$ cat src/rtl/csr_guard_pkg.sv
package csr_guard_pkg;

  typedef enum logic [1:0] {
    UPD_WRITE = 2'd0,
    UPD_SET   = 2'd1,
    UPD_CLEAR = 2'd2,
    UPD_RSVD  = 2'd3
  } upd_kind_e;

endpackage

$ cat src/rtl/csr_guard_slot.sv
module csr_guard_slot
  import csr_guard_pkg::*;
#(
  parameter int NUM_W  = 12,
  parameter int DATA_W = 32
) (
  input  logic              clk,
  input  logic              rst_n,
  input  logic              cfg_sel,
  input  logic [NUM_W-1:0]  cfg_csr,
  input  logic [DATA_W-1:0] cfg_legal,
  input  logic [DATA_W-1:0] cfg_mask,
  input  logic              cfg_en,
  input  logic              rec_fire,
  input  logic [NUM_W-1:0]  rec_csr,
  input  upd_kind_e         rec_kind,
  input  logic [DATA_W-1:0] rec_data,
  output logic              hit,
  output logic              viol
);

  logic              en_q;
  logic [NUM_W-1:0]  csr_q;
  logic [DATA_W-1:0] legal_q;
  logic [DATA_W-1:0] mask_q;
  logic [DATA_W-1:0] shadow_q;
  logic [DATA_W-1:0] next_val;

  // value the protected register will hold after this record
  always_comb begin
    case (rec_kind)
      UPD_WRITE: next_val = rec_data;
      UPD_SET:   next_val = shadow_q | rec_data;
      UPD_CLEAR: next_val = shadow_q & ~rec_data;
      default:   next_val = shadow_q;
    endcase
  end

  assign hit  = en_q && (csr_q == rec_csr) && (rec_kind != UPD_RSVD);
  assign viol = hit && (|((next_val ^ legal_q) & mask_q));

  always_ff @(posedge clk) begin
    if (!rst_n) begin
      en_q     <= 1'b0;
      csr_q    <= '0;
      legal_q  <= '0;
      mask_q   <= '0;
      shadow_q <= '0;
    end else if (cfg_sel) begin
      en_q     <= cfg_en;
      csr_q    <= cfg_csr;
      legal_q  <= cfg_legal;
      mask_q   <= cfg_mask;
      shadow_q <= cfg_legal;
    end else if (rec_fire && hit) begin
      shadow_q <= next_val;
    end
  end

endmodule

$ cat config.mk
export PLATFORM = sky130hd
export DESIGN_NAME = csr_guard_slot
export DESIGN_NICKNAME = d
export VERILOG_FILES = /design/src/rtl/csr_guard_pkg.sv /design/src/rtl/csr_guard_slot.sv
export SDC_FILE = /design/constraint.sdc
export NUM_CORES = 1
export LEC_CHECK = 0
export ABC_CLOCK_PERIOD_IN_PS = 3000
export BUFFER_PORTS_ARGS = -buffer_cell sky130_fd_sc_hd__buf_2
export CAP_MARGIN = 10
export CORE_MARGIN = 5
export CORE_UTILIZATION = 40
export CTS_CLUSTER_SIZE = 28
export DETAILED_ROUTE_END_ITERATION = 10
export HOLD_SLACK_MARGIN = 0.02
export PLACE_DENSITY = 0.7
export SYNTH_ARGS = -nofsm -noshare
export SYNTH_HDL_FRONTEND = slang
export SYNTH_SLANG_ARGS = --single-unit
$ cat constraint.sdc
create_clock -name clk -period 3 [get_ports clk]
set_clock_uncertainty 0.05 [all_clocks]
set_input_delay 0.6 -clock clk [delete_from_list [all_inputs] [get_ports clk]]
set_output_delay 0.6 -clock clk [all_outputs]
set_load 0.02 [all_outputs]
==> flow_summary.yaml <==
sta:
  fin_crit_ps: 2964
  drv_slew: 0
  hold_viol_final: 0
  setup-violations-final: 0
  fmax_mhz: 337.4
  setup_ws_ps: 35.76
  period_share_pct: 98.81
  tightest_slew_ps: 992.8
  slew_headroom_pct: 33.81
  grt_setup_unrepaired: "yes"
yosys:
  synth-compound-area-share_pct: 12.10
  yosys.area_share.simple_pct: 24.87
  synthFlopType: "dfxtp_1"
  yosysSeqAreaShare_pct: 39.01
  netlist.area_leader.share_pct: 39.01
  yosysWarnings: 0
  syn_inst: 610
  synth_fa_ha_area_share_pct: 0
  ys_seq_elements: 109
  avgSynthCellArea_sq_um: 9.171
  ys_types: 27
  yosys-top-cells-area: "dfxtp_1 (39%), mux2i_1 (16%), nor2b_1 (10%), nand2_1 (7.0%), o211ai_1 (4.3%)"
  synth_area_sq_um: 5594
  synth_common_cells: "dfxtp_1 (109), nand2_1 (105), nor2b_1 (90)"
  synth.net_count: 737
  synth_xor_area_share_pct: 5.010
  async_reset_ff_share_pct: 0
  synthMuxAreaShare_pct: 15.92
  yosys.area.top_type: "dfxtp_1"
  yosysMostFrequentCell: "dfxtp_1"
  synth_top_family_by_area: "simple AND/OR/NAND/NOR gates"
  synth_edf_count: 0
clock_tree:
  cts_buffers: 9
  path_clk_slew_ps: 70
  cts.hold.buffers_added: 0
  cts_tree: "done"
  clock_sinks: 109
  insertion_delay_ps: 350
  htree_levels: 3
  clockRootBuffer: "clkbuf_16"
  clockBufferDepth: 2
finish:
  final_area_sq_um: 6955
  area.growth.synth_to_final_pct: 24.33
  drive_above_1_share_pct: 25.54
  fill_cells: 1274
  nets: 858
placed_design:
  pre_cts_ws_ps: -386.8
  place_area_sq_um: 6454
  port_buffers: 128
  hpwlAfterDp_microns: 10890
  gp_routability_congestion: 0.8085
worst_setup_path:
  critical_path_class: "in2out"
  worstPathRequired_ps: 2350
  r2r_slack_ps: 820
  path_max_fanout: 7
  rr_worst_depth: 8
  startpoint_type: "primary input"
  worst_path_max_delay_cell: "a2111oi_4"
  max_stage_delay_ps: 410
  crit_arrival_ps: 2310
  r2r_start: "csr_q[5]$_SDFFE_PN0P_"
  crit_path_end_kind: "primary output"
  rr_endpoint: "shadow_q[11]$_SDFFE_PN0P_"
  cp_cell_sequence: "buf_16 > and3b_1 > a211oi_2 > mux2i_1 > a2111oi_4 > nand4_1 > o31a_1 > buf_6"
grt:
  grt_pass1_wl_microns: 25130
  grt_max_degree: 110
  gr-total-overflow: 0
  antenna_found_initial: 2
  grt_pass1_vias: 4926
  grt_util_all_layers_pct: 19.14
worst_hold_path:
  hold_class: "reg2reg"
  min_from: "shadow_q[0]$_SDFFE_PN0P_"
  holdPathEnd: "shadow_q[0]$_SDFFE_PN0P_"
  whs_path_depth: 2
floorplan:
  die_width_microns: 128.3
  row_count: 43
  ioPinCount: 129
  initial_utilization_pct: 40.62
  die_h_microns: 128.3
  coreArea_sq_um: 13770
  dieArea_sq_um: 16450
power:
  max-vdd-ir-drop_v: 0.0002230
  powerDensity_nw_per_um2: 486.3
  leakage_nw: 3.067
drt:
  wl_per_cell_microns: 17.13
  drt_wl_total_microns: 15710
  avgViaCountPerCell: 5.344
  via_count: 4900
  drtAntennaViolNets: 0
  dr.pass1.iters: 5
  drt_iter0_markers: 355
  drc: 0
job:
  cap_violations: 0
run_status:
  status: "completed"
## final cells by class
class / count / area [sq um] / area share, %
multi-input combinational: 460 / 3314 / 47.65
sequential: 109 / 2182 / 31.37
timing repair buffer: 151 / 927.1 / 13.33
clock buffer: 13 / 260.3 / 3.742
tap: 180 / 225.2 / 3.238
clock inverter: 3 / 43.79 / 0.6296
antenna: 1 / 2.502 / 0.03598
## worst max-delay path: cells and delay by family
family / cells / cell delay (ps)
mux: 1 / 180
compound gates: 3 / 900
buf+inv: 2 / 260
simple gates: 2 / 370
## power breakdown
part / internal [mW] / leakage (nW) / switching, mW
clock network: 0.695 / 0.150 / 0.529
registers: 1.53 / 0.900 / 0.0649
logic: 0.284 / 2.02 / 0.276
total: 2.51 / 3.07 / 0.870
## what timing repair did
item	4_1_cts	5_1_grt
cloned	2	0
pin swaps	7	5
buffers inserted	2	1
resized for setup	18	10
endpoints found under the setup margin	1	1
## cells in the final DEF, fill, tap and decap left out, types with 3 or more instances in the layout
master / instances
a22oi_1: 7
mux2i_1: 88
nand2b_1: 31
clkbuf_16: 9
nand2_1: 104
and3b_1: 11
buf_4: 17
buf_2: 124
dfxtp_1: 109
a211oi_2: 10
nor2b_1: 90
a32oi_1: 20
buf_6: 5
nand3_1: 15
nand4_1: 5
o211ai_1: 32
a2111oi_2: 3
xor2_1: 20
xnor2_1: 12
buf_16: 3
## worst max path at each step
| stage | from | end | slack [ps] |
|---|---|---|---|
| after floorplan | rec_kind[0] | viol | 230 |
| after global placement | rec_kind[1] | viol | -370 |
| after detailed placement | rec_kind[1] | viol | -390 |
| after CTS | rec_kind[1] | viol | -60 |
| after global routing | rec_kind[1] | viol | -30 |
| final | rec_kind[1] | viol | 40 |
## state kept, by name, indices dropped and copies added (netlist names)
name	count
mask_q	32
csr_q	12
legal_q	32
shadow_q	32
en_q	1
## cell families (layout without fill, tap and decap cells)
kind of cell              count (synthesis)  count (layout)
other                                     0               1
AOI/OAI and AO/OA                        78              78
muxes                                    89              89
DFF                                     109             109
xor gates and xnor gates                 32              32
and+or+nand+nor                         261             261
buffers and inverters                    41             167
## layer usage
metal	GRT usage, %	wire (microns)	vias up
li1	-	-	2360
met1	25.18	6948	2347
met2	30.16	7370	163
met3	4.833	1072	28
met4	7.303	313	2
met5	0	7	-
## through the flow
| step | util [%] | cells | setup TNS [ps] | total power [mW] | hold WS, ps |
|---|---|---|---|---|---|
| 4_1_cts | 50.03 | 915 | -59.00 | 3.384 | 407.3 |
| 5_1_grt | 50.50 | 917 | -32.05 | 3.538 | 425.6 |
| 3_5_place_dp | 46.86 | 895 | -386.8 | 2.148 | 397.0 |
| 6_report | 50.50 | 917 | 0 | 3.382 | 406.0 |
| 3_3_place_gp | 46.86 | 895 | -371.6 | 2.119 | 387.2 |
| 2_1_floorplan | - | 610 | 0 | 1.946 | 381.6 |
Note: power is estimated with default switching activity, not from simulation.
